[config.mk]
export PLATFORM = sky130hd
export DESIGN_NAME = i2c_regport
export DESIGN_NICKNAME = d
export VERILOG_FILES = /design/src/rtl/i2c_regport_pkg.sv /design/src/rtl/i2c_regport_filt.sv /design/src/rtl/i2c_regport_ack_tmr.sv /design/src/rtl/i2c_regport_bank.sv /design/src/rtl/i2c_regport.sv
export SDC_FILE = /design/constraint.sdc
export NUM_CORES = 1
export LEC_CHECK = 0
export ABC_AREA = 1
export BUFFER_PORTS_ARGS = -buffer_cell sky130_fd_sc_hd__buf_2
export CORE_MARGIN = 1.5
export CORE_UTILIZATION = 45
export CTS_CLUSTER_DIAMETER = 80
export DETAILED_ROUTE_END_ITERATION = 8
export PLACE_DENSITY_LB_ADDON = 0.2
export SLEW_MARGIN = 20
export SYNTH_ARGS = -nofsm -noshare
export SYNTH_HDL_FRONTEND = slang
export SYNTH_SLANG_ARGS = --single-unit
[constraint.sdc]
create_clock -name clk_i -period 6.1 [get_ports clk_i]
set_clock_uncertainty 0.1 [all_clocks]
set_input_delay 0.915 -clock clk_i [delete_from_list [all_inputs] [get_ports clk_i]]
set_output_delay 0.915 -clock clk_i [all_outputs]
set_load 0.03 [all_outputs]
[src/rtl/i2c_regport_pkg.sv]
package i2c_regport_pkg;
  typedef enum logic [2:0] {
    ST_IDLE, ST_ADDR, ST_ADDR_ACK, ST_RX, ST_RX_ACK, ST_TX, ST_TX_ACK, ST_IGNORE
  } state_e;

  localparam logic [5:0] DEV_ADDR_HI = 6'b001100;
  localparam int unsigned BYTE_W = 8;

  typedef enum logic [1:0] {
    SPD_SINGLE = 2'd0,
    SPD_DOUBLE = 2'd1,
    SPD_QUAD   = 2'd2
  } spd_e;
endpackage

[src/rtl/i2c_regport_filt.sv]
module i2c_regport_filt #(
  parameter int unsigned FILT_LEN = 3
) (
  input  logic clk_i,
  input  logic rst_ni,
  input  logic line_i,
  output logic line_o
);
  localparam int unsigned CW = $clog2(FILT_LEN + 1);

  logic [1:0]    sync_q;
  logic [CW-1:0] cnt_q;
  logic          out_q;

  // output follows only after FILT_LEN consecutive differing samples
  always_ff @(posedge clk_i or negedge rst_ni) begin
    if (!rst_ni) begin
      sync_q <= 2'b11;
      cnt_q  <= '0;
      out_q  <= 1'b1;
    end else begin
      sync_q <= {sync_q[0], line_i};
      if (sync_q[1] != out_q) begin
        if (cnt_q == CW'(FILT_LEN - 1)) begin
          out_q <= sync_q[1];
          cnt_q <= '0;
        end else begin
          cnt_q <= cnt_q + 1'b1;
        end
      end else begin
        cnt_q <= '0;
      end
    end
  end

  assign line_o = out_q;
endmodule

[src/rtl/i2c_regport_ack_tmr.sv]
module i2c_regport_ack_tmr
  import i2c_regport_pkg::*;
#(
  parameter int unsigned DLY_CLKS = 16
) (
  input  logic       clk_i,
  input  logic       rst_ni,
  input  logic [1:0] spd_i,
  input  logic       start_i,
  input  logic       clr_i,
  output logic       fire_o
);
  localparam int unsigned CW = $clog2(DLY_CLKS + 1);

  logic [CW-1:0] dly;
  logic [CW-1:0] cnt_q;
  logic          arm_q;

  always_comb begin
    unique case (spd_e'(spd_i))
      SPD_SINGLE: dly = CW'(DLY_CLKS);
      SPD_DOUBLE: dly = CW'(DLY_CLKS / 2);
      default:    dly = CW'(DLY_CLKS / 4);
    endcase
  end

  always_ff @(posedge clk_i or negedge rst_ni) begin
    if (!rst_ni) begin
      arm_q <= 1'b0;
      cnt_q <= '0;
    end else if (clr_i) begin
      arm_q <= 1'b0;
    end else if (start_i) begin
      arm_q <= 1'b1;
      cnt_q <= dly;
    end else if (arm_q) begin
      if (cnt_q == '0) arm_q <= 1'b0;
      else             cnt_q <= cnt_q - 1'b1;
    end
  end

  assign fire_o = arm_q && (cnt_q == '0);
endmodule

[src/rtl/i2c_regport_bank.sv]
module i2c_regport_bank #(
  parameter int unsigned NUM_REGS = 8,
  parameter int unsigned DW       = 8,
  parameter int unsigned AW       = 8
) (
  input  logic                   clk_i,
  input  logic                   rst_ni,
  input  logic                   we_i,
  input  logic [AW-1:0]          waddr_i,
  input  logic [DW-1:0]          wdata_i,
  input  logic [AW-1:0]          raddr_i,
  output logic [DW-1:0]          rdata_o,
  output logic [NUM_REGS*DW-1:0] regs_o
);
  logic [DW-1:0] mem_q [NUM_REGS];

  for (genvar i = 0; i < NUM_REGS; i++) begin : g_reg
    // out-of-range addresses match no register
    always_ff @(posedge clk_i or negedge rst_ni) begin
      if (!rst_ni)                           mem_q[i] <= '0;
      else if (we_i && waddr_i == AW'(i))    mem_q[i] <= wdata_i;
    end
    assign regs_o[i*DW +: DW] = mem_q[i];
  end

  always_comb begin
    rdata_o = '0;
    for (int i = 0; i < NUM_REGS; i++) begin
      if (raddr_i == AW'(i)) rdata_o = mem_q[i];
    end
  end
endmodule

[src/rtl/i2c_regport.sv]
module i2c_regport
  import i2c_regport_pkg::*;
#(
  parameter int unsigned NUM_REGS     = 8,
  parameter int unsigned FILT_LEN     = 3,
  parameter int unsigned ACK_DLY_CLKS = 16
) (
  input  logic                       clk_i,
  input  logic                       rst_ni,
  input  logic                       scl_i,
  input  logic                       sda_i,
  input  logic                       addr_strap_i,
  input  logic [1:0]                 speed_mode_i,
  output logic                       sda_oe_o,
  output logic [NUM_REGS*BYTE_W-1:0] regs_o
);
  localparam int unsigned PTR_W = 8;
  localparam int unsigned BIT_W = 4;
  localparam logic [BIT_W-1:0] LAST_BIT = BIT_W'(BYTE_W);

  // front end
  logic [1:0] raw_lines, filt_lines;
  assign raw_lines = {sda_i, scl_i};

  for (genvar g = 0; g < 2; g++) begin : g_filt
    i2c_regport_filt #(.FILT_LEN(FILT_LEN)) u_filt (
      .clk_i (clk_i),
      .rst_ni(rst_ni),
      .line_i(raw_lines[g]),
      .line_o(filt_lines[g])
    );
  end

  logic scl_f, sda_f, scl_q, sda_q;
  assign scl_f = filt_lines[0];
  assign sda_f = filt_lines[1];

  always_ff @(posedge clk_i or negedge rst_ni) begin
    if (!rst_ni) begin
      scl_q <= 1'b1;
      sda_q <= 1'b1;
    end else begin
      scl_q <= scl_f;
      sda_q <= sda_f;
    end
  end

  logic scl_rise, scl_fall, start_evt, stop_evt;
  assign scl_rise  = scl_f && !scl_q;
  assign scl_fall  = !scl_f && scl_q;
  assign start_evt = scl_f && scl_q && sda_q && !sda_f;
  assign stop_evt  = scl_f && scl_q && !sda_q && sda_f;

  // protocol state
  state_e             state_q;
  logic [BIT_W-1:0]   bit_cnt_q;
  logic [BYTE_W-1:0]  rx_q, tx_q;
  logic [PTR_W-1:0]   ptr_q;
  logic               ptr_loaded_q, rw_q, nack_q, oe_q;

  logic               addr_done, addr_match, rx_done;
  logic               tmr_start, tmr_clr, tmr_fire;
  logic               bank_we;
  logic [BYTE_W-1:0]  bank_rdata;

  assign addr_done  = (state_q == ST_ADDR) && scl_fall && (bit_cnt_q == LAST_BIT);
  assign addr_match = (rx_q[7:1] == {DEV_ADDR_HI, addr_strap_i});
  assign rx_done    = (state_q == ST_RX) && scl_fall && (bit_cnt_q == LAST_BIT);
  assign tmr_start  = (addr_done && addr_match) || rx_done;
  assign tmr_clr    = start_evt || stop_evt;
  assign bank_we    = rx_done && ptr_loaded_q;

  i2c_regport_ack_tmr #(.DLY_CLKS(ACK_DLY_CLKS)) u_ack_tmr (
    .clk_i  (clk_i),
    .rst_ni (rst_ni),
    .spd_i  (speed_mode_i),
    .start_i(tmr_start),
    .clr_i  (tmr_clr),
    .fire_o (tmr_fire)
  );

  i2c_regport_bank #(.NUM_REGS(NUM_REGS), .DW(BYTE_W), .AW(PTR_W)) u_bank (
    .clk_i  (clk_i),
    .rst_ni (rst_ni),
    .we_i   (bank_we),
    .waddr_i(ptr_q),
    .wdata_i(rx_q),
    .raddr_i(ptr_q),
    .rdata_o(bank_rdata),
    .regs_o (regs_o)
  );

  always_ff @(posedge clk_i or negedge rst_ni) begin
    if (!rst_ni) begin
      state_q      <= ST_IDLE;
      bit_cnt_q    <= '0;
      rx_q         <= '0;
      tx_q         <= '0;
      ptr_q        <= '0;
      ptr_loaded_q <= 1'b0;
      rw_q         <= 1'b0;
      nack_q       <= 1'b0;
      oe_q         <= 1'b0;
    end else if (start_evt) begin
      state_q      <= ST_ADDR;
      bit_cnt_q    <= '0;
      ptr_loaded_q <= 1'b0;
      oe_q         <= 1'b0;
    end else if (stop_evt) begin
      state_q <= ST_IDLE;
      oe_q    <= 1'b0;
    end else begin
      unique case (state_q)
        ST_ADDR: begin
          if (scl_rise) begin
            rx_q      <= {rx_q[6:0], sda_f};
            bit_cnt_q <= bit_cnt_q + 1'b1;
          end else if (addr_done) begin
            if (addr_match) begin
              state_q <= ST_ADDR_ACK;
              rw_q    <= rx_q[0];
            end else begin
              state_q <= ST_IGNORE;
            end
          end
        end
        ST_ADDR_ACK: begin
          if (tmr_fire) oe_q <= 1'b1;
          if (scl_fall) begin
            bit_cnt_q <= '0;
            if (rw_q) begin
              state_q <= ST_TX;
              tx_q    <= bank_rdata;
              oe_q    <= !bank_rdata[7];
            end else begin
              state_q <= ST_RX;
              oe_q    <= 1'b0;
            end
          end
        end
        ST_RX: begin
          if (scl_rise) begin
            rx_q      <= {rx_q[6:0], sda_f};
            bit_cnt_q <= bit_cnt_q + 1'b1;
          end else if (rx_done) begin
            state_q <= ST_RX_ACK;
            if (!ptr_loaded_q) begin
              ptr_q        <= rx_q;
              ptr_loaded_q <= 1'b1;
            end else begin
              ptr_q <= ptr_q + 1'b1;
            end
          end
        end
        ST_RX_ACK: begin
          if (tmr_fire) oe_q <= 1'b1;
          if (scl_fall) begin
            oe_q      <= 1'b0;
            state_q   <= ST_RX;
            bit_cnt_q <= '0;
          end
        end
        ST_TX: begin
          if (scl_rise) begin
            bit_cnt_q <= bit_cnt_q + 1'b1;
          end else if (scl_fall) begin
            if (bit_cnt_q == LAST_BIT) begin
              oe_q    <= 1'b0;
              state_q <= ST_TX_ACK;
              ptr_q   <= ptr_q + 1'b1;
            end else begin
              tx_q <= {tx_q[6:0], 1'b0};
              oe_q <= !tx_q[6];
            end
          end
        end
        ST_TX_ACK: begin
          if (scl_rise) begin
            nack_q <= sda_f;
          end else if (scl_fall) begin
            if (nack_q) begin
              state_q <= ST_IGNORE;
            end else begin
              state_q   <= ST_TX;
              bit_cnt_q <= '0;
              tx_q      <= bank_rdata;
              oe_q      <= !bank_rdata[7];
            end
          end
        end
        default: ;
      endcase
    end
  end

  assign sda_oe_o = oe_q;
endmodule

==> flow_summary.ini, run 1 <==
[setup_path]
end_kind = register
critical_path.most_common_cell = nand2_1
r2r_end = tx_q[6]
critical_path.max_fanout = 11
rr_worst_depth = 14
critPathRequiredTime_ns = 6.35
cp_slowest_stage_delay_ns = 0.39
critical_path.top_delay_family = simple AND/OR/NAND/NOR gates
path_class = reg2reg
cp_slowest_cell = dfrtp_1
timing.reg2reg.setup_slack_ns = 3.78
regToRegStartpoint = ptr_q[1]
cp_cell_sequence = inv_1, ha_1, inv_1, nor2_1, nand2_2, inv_2, a21oi_1, o31ai_1, o21ai_0, nand3_1, o211ai_1, nand2_1, nand2_1, nand2_1
startpoint_type = register
crit_buf_inv = 3
worst_ep_arrival_ns = 2.57
cp_startpoint = ptr_q[1]

[min_path]
hold_path.startpoint = g_filt[0].u_filt.sync_q[0]
worst_hold_path.num_cells = 0
min_delay_worst_endpoint = g_filt[0].u_filt.sync_q[1]
hold_class = reg2reg

[power]
pwr-share-seq_pct = 36.0
switching_share_pct = 33.8
power_density_mw_per_mm2 = 377
netSwitchingPower_uw = 883
intPower_mw = 1.73
power.static_leakage_nw = 3.52
power_frac_clock_pct = 38.8
vdd_ir_drop_max_mv = 0.234
power_frac_comb_pct = 25.2

[logic_synthesis]
ys_seq_area_share_pct = 49.7
synth.distinct_cells = 41
cell_area_after_technology_mapping_mm2 = 0.00586
asyncSetResetFlopFracSynth_pct = 100
synthesized_instance_count = 694
syn_area_per_cell_um2 = 8.44
synth.ff_latch_count = 116
synth_fp_nets = 709
number_of_warnings_issued_by_yosys = 0
post_synth_edffs = 0
ys_dominant_reg_cell = dfrtp_1

[die]
initial_utilization_pct = 46.3
pin_count = 72
core-area_mm2 = 0.0127
floorplan.die.width_um = 117
die-area_mm2 = 0.0137
rows = 41
fp.dieH_um = 117

[placement]
dp_slack_ns = 3.64
place_hpwl_mm = 9.95
dp.cells = 923
numPortBuffers = 71
place_congestion = 0.873

[cts]
max_clock_buf_depth = 2
post_cts.resized_instances = 0
cts.hold.buffers_added = 0
clock_tree.htree_level_count = 4
cts_tree = done
worst_setup_hold_path_clk_slew_ns = 0.05
cts_made_buffers = 17
cts_root_buf = clkbuf_16
cts_num_sinks = 116
postCtsSetupRepairBufs = 0
clock_latency_late_sink_ns = 0.42

[sta]
worstMarginPinSlew_ns = 0.925
finalHoldViolCount = 0
min_period_over_period_pct = 38.1
timing_max_transition_violations_final = 0
layout_min_cycle_time_ns = 2.32
finalWorstSetupSlack_ns = 3.78
maxClockFrequency_mhz = 431
worst_slew_margin_rel_pct = 38.0
setup_total_negative_slack_ns = 0
grt_setup_unrepaired = false
finalSetupViolCount = 0

[layout]
layout.nets = 785
postLayoutCoreUtil_pct = 54.6
stdcell_count = 955
layout_cells_sized_above_1_pct = 21.2
insertedDiodeCount = 0
layout_commonest_cell = nand2_1
most_used_cells_in_the_layout_excluding_fill_and_tap_cells = 180 x nand2_1, 108 x dfrtp_1, 70 x buf_2, 68 x o21ai_1, 55 x o21ai_0
area.growth.synth_to_final_pct = 18.1

[drt]
antenna_left = 0
first_drt_pass_iteration_count = 5
detail_route.wirelength_mm = 14.4
route.detailed.vias_per_inst = 5.21
drc = 0
drtIter0Drc = 400
dr_total_vias = 4978
routed_wire_length_per_instance_um = 15.1

[grt]
total_routing_usage_gr_pct = 22.3
pin_count_of_the_biggest_net_entering_global_routing = 64
via_count_of_the_first_global_routing_pass = 4402
grt_remaining_overflow = 0
wire_length_of_the_first_global_routing_pass_mm = 22.9
number_of_antenna_violations_at_the_first_check_in_global_routing = 0

[job]
max_cap_viol_count = 0

[outcome]
outcome = finished, final reports clean
## cell usage after synthesis (3+ instances only)
| master | n | share of area, % |
|---|---|---|
| a21oi_1 | 23 | 2.0 |
| buf_6 | 9 | 1.7 |
| clkbuf_1 | 4 | 0.26 |
| dfrtp_1 | 108 | 46 |
| dfstp_2 | 8 | 3.6 |
| ha_1 | 8 | 1.7 |
| inv_1 | 50 | 3.2 |
| inv_2 | 19 | 1.2 |
| nand2_1 | 180 | 12 |
| nand2_4 | 9 | 1.7 |
| nand3_1 | 31 | 2.6 |
| nand4_1 | 3 | 0.32 |
| nor2_1 | 46 | 2.9 |
| nor2_2 | 5 | 0.53 |
| nor2_4 | 5 | 0.96 |
| nor3_1 | 10 | 0.85 |
| nor3_4 | 4 | 1.1 |
| o211ai_1 | 10 | 1.3 |
| o21ai_0 | 55 | 4.7 |
| o21ai_1 | 68 | 5.8 |
| o21ai_2 | 5 | 0.75 |
| xnor2_1 | 5 | 0.75 |
| xor2_1 | 3 | 0.45 |
## through the flow
stage / total power, mW / instance area, µm² / hold slack [ns]
after floorplan: 1.42 / 5860 / 0.245
after global placement: 1.58 / 6310 / 0.247
after detailed placement: 1.60 / 6310 / 0.247
after CTS: 2.63 / 6920 / 0.255
after global routing: 2.76 / 6920 / 0.260
final: 2.61 / 6920 / 0.254
## cell families (layout without fill, tap and decap cells)
| family | Yosys count | after routing | share of synthesized area, % |
|---|---|---|---|
| fa+ha+maj | 8 | 8 | 1.71 |
| compound gates | 171 | 171 | 15.9 |
| xor+xnor | 8 | 8 | 1.20 |
| simple gates | 305 | 305 | 24.7 |
| flops | 116 | 116 | 49.7 |
| buf+inv | 86 | 175 | 6.79 |
## sequential cells by signal (all words and copies together), names as in the netlist, 3 cells and up
| register | flops |
|---|---|
| rx_q | 8 |
| u_bank.regs_o | 64 |
| state_q | 3 |
| g_filt.u_filt.cnt_q | 4 |
| tx_q | 7 |
| ptr_q | 8 |
| bit_cnt_q | 4 |
| u_ack_tmr.cnt_q | 5 |
| g_filt.u_filt.sync_q | 4 |
## area by class of cell
type	instances	area, µm²
inverters	71	272
multi-input cells	492	2550
repair buffers	72	365
clock buffers	23	478
clock inverters	9	128
flip-flops and latches	116	2910
well taps	172	215
fillers	1173	5750
## how the worst max path moves through the flow
| stage | slack [ns] | depth (start not counted) | endpoint |
|---|---|---|---|
| 6_report | 3.78 | 14 | tx_q[6] |
| 5_1_grt | 3.56 | 14 | tx_q[6] |
| 4_1_cts | 3.76 | 14 | tx_q[6] |
| 3_5_place_dp | 3.64 | 10 | u_ack_tmr.cnt_q[4] |
| 3_3_place_gp | 3.74 | 2 | state_q[1] |
| 2_1_floorplan | 4.04 | 9 | u_ack_tmr.cnt_q[3] |
## metal layers
metal / vias up / GRT usage, % / share of wire [%]
li1: 2450 / - / -
met1: 2394 / 31.1 / 48
met2: 118 / 34.3 / 46
met3: 16 / 5.25 / 4.7
met4: 0 / 7.71 / 1.2
met5: - / 0 / 0
## power by group through the flow
stage / clock [mW] / combinational, mW / sequential (mW)
after floorplan: 0 / 0.481 / 0.940
after global placement: 0 / 0.638 / 0.946
after detailed placement: 0 / 0.653 / 0.950
after CTS: 1.03 / 0.659 / 0.939
after global routing: 1.07 / 0.747 / 0.952
final: 1.01 / 0.657 / 0.940
No activity file was read; power rests on OpenSTA's default activity.
==> run 2, diff against run 1 <==
==> constraint.sdc (replaced) <==
create_clock -name clk_i -period 1.9 [get_ports clk_i]
set_clock_uncertainty 0.1 [all_clocks]
set_input_delay 0.285 -clock clk_i [delete_from_list [all_inputs] [get_ports clk_i]]
set_output_delay 0.285 -clock clk_i [all_outputs]
set_load 0.03 [all_outputs]
==> flow_summary.ini, run 2 (synthesis results as in run 1) <==
[grt]
number_of_antenna_violations_at_the_first_check_in_global_routing = 0
via_count_of_the_first_global_routing_pass = 5169
grt_remaining_overflow = 0
pin_count_of_the_biggest_net_entering_global_routing = 46
wire_length_of_the_first_global_routing_pass_mm = 26.2
total_routing_usage_gr_pct = 25.7

[die]
die-area_mm2 = 0.0137
rows = 41
initial_utilization_pct = 46.3
fp.dieH_um = 117
floorplan.die.width_um = 117
pin_count = 72
core-area_mm2 = 0.0127

[setup_path]
rr_worst_depth = 16
startpoint_type = register
critical_path.max_fanout = 6
worst_ep_arrival_ns = 2.41
timing.reg2reg.setup_slack_ns = -0.27
end_kind = register
path_class = reg2reg
critPathRequiredTime_ns = 2.14

[cts]
cts_root_buf = clkbuf_16
clock_tree.htree_level_count = 4
clock_latency_late_sink_ns = 0.42
worst_setup_hold_path_clk_slew_ns = 0.05
cts_made_buffers = 17
cts_num_sinks = 116
cts_tree = done
max_clock_buf_depth = 2

[sta]
timing_max_transition_violations_final = 0
worstMarginPinSlew_ns = 0.595
finalWorstSetupSlack_ns = -0.272
hold_ws_ns = 0.0110
worst_slew_margin_rel_pct = 60.3
finalSetupViolCount = 74
setup_total_negative_slack_ns = -7.57
layout_min_cycle_time_ns = 2.17
finalHoldViolCount = 0
maxClockFrequency_mhz = 460
grt_setup_unrepaired = true
min_period_over_period_pct = 114

[placement]
numPortBuffers = 71
dp_slack_ns = -0.178
place_congestion = 0.927
dp.cells = 998
place_hpwl_mm = 11.3

[drt]
dr_total_vias = 5920
routed_wire_length_per_instance_um = 17.1
antenna_left = 0
drc = 0
first_drt_pass_iteration_count = 5
route.detailed.vias_per_inst = 5.46
detail_route.wirelength_mm = 18.5
drtIter0Drc = 449

[power]
power.static_leakage_nw = 4.29
power_density_mw_per_mm2 = 1110
vdd_ir_drop_max_mv = 0.596

[layout]
area.growth.synth_to_final_pct = 50.2
layout_commonest_cell = nand2_1
stdcell_count = 1085
insertedDiodeCount = 0
most_used_cells_in_the_layout_excluding_fill_and_tap_cells = 118 x nand2_1, 105 x dfrtp_1, 104 x buf_4, 70 x buf_2, 65 x o21ai_1
layout_cells_sized_above_1_pct = 48.4
layout.filler_cells = 936
largest_register_ffs = 64
layout.nets = 916

[min_path]
worst_hold_path.num_cells = 2
hold_class = in2reg

[outcome]
violations_in_the_final_reports = negative setup slack
outcome = complete, but fails checks

[job]
max_cap_viol_count = 0
==> run 2: cell types whose count changed in the layout (fill, tap and decap cells not counted), sizes merged <==
cell / delta
nand2: +8
clkinvlp: -2
clkinv: +3
dlygate4sd3: +3
buf: +119
clkbuf: -1
==> run 2: worst max-delay path: stages, from the launching register on <==
cell and delay, ns:
dfrtp_1 0.39, inv_2 0.10, buf_6 0.11, ha_4 0.14
nand2_4 0.05, nor2_4 0.14, buf_12 0.13, nand2_1 0.06
a21oi_2 0.12, o21ai_1 0.10, nand2_1 0.11, o21ai_1 0.08
nand2_1 0.08, nor2_1 0.04, o21ai_1 0.17, nand2_1 0.08
o21ai_1 0.08
==> run 2: final cells by class <==
cell class                 instances  area, µm²  area share [%]
clock buffer                      21        460            5.23
inverter                          71        289            3.28
timing repair buffer             195       1460            16.6
multi-input combinational        500       3320            37.8
sequential                       116       2920            33.1
clock inverter                    10        131            1.49
tap                              172        215            2.45
==> run 2: where the power goes <==
part	internal, mW	total (mW)	leakage, nW	switching, mW
Clock	2.11	3.23	0.292	1.12
Sequential	2.80	3.00	1.56	0.206
Combinational	1.49	3.55	2.43	2.06
Total	6.40	9.78	4.29	3.38
==> run 2: repair_timing <==
| item | 4_1_cts | 5_1_grt |
|---|---|---|
| hold endpoints to repair | 23 | 0 |
| setup buffers | 19 | 30 |
| cloned | 6 | 4 |
| pin swaps | 26 | 74 |
| hold buffers | 3 | 0 |
| resized for setup | 50 | 174 |
| endpoints found under the setup margin | 85 | 84 |
==> run 2: path summary, 6_finish.rpt <==
path | startpoint | endpoint
max in group asynchronous | rst_ni | state_q[0]
worst max-delay path | ptr_q[1] | tx_q[5]
worst max register to register | ptr_q[1] | tx_q[5]
worst min register to register | g_filt[0].u_filt.sync_q[0] | g_filt[0].u_filt.sync_q[1]
min in group asynchronous | rst_ni | u_bank.regs_o[37]
worst min-delay path | speed_mode_i[0] | u_ack_tmr.cnt_q[4]
==> run 2: layer usage <==
metal / part of all wire [%] / track usage [%]
met5: 0 / 0
met4: 3.2 / 8.59
met3: 6.3 / 6.95
met2: 48 / 40.3
met1: 43 / 34.7
==> run 2: through the flow <==
| step | util [%] | power [mW] | instance area (µm²) |
|---|---|---|---|
| floorplan | - | 4.57 | 5860 |
| global placement | 54.7 | 5.58 | 6930 |
| CTS | 63.0 | 9.09 | 7990 |
| global route | 69.5 | 10.2 | 8800 |
| finish | 69.5 | 9.78 | 8800 |
| detailed placement | 54.7 | 5.65 | 6930 |
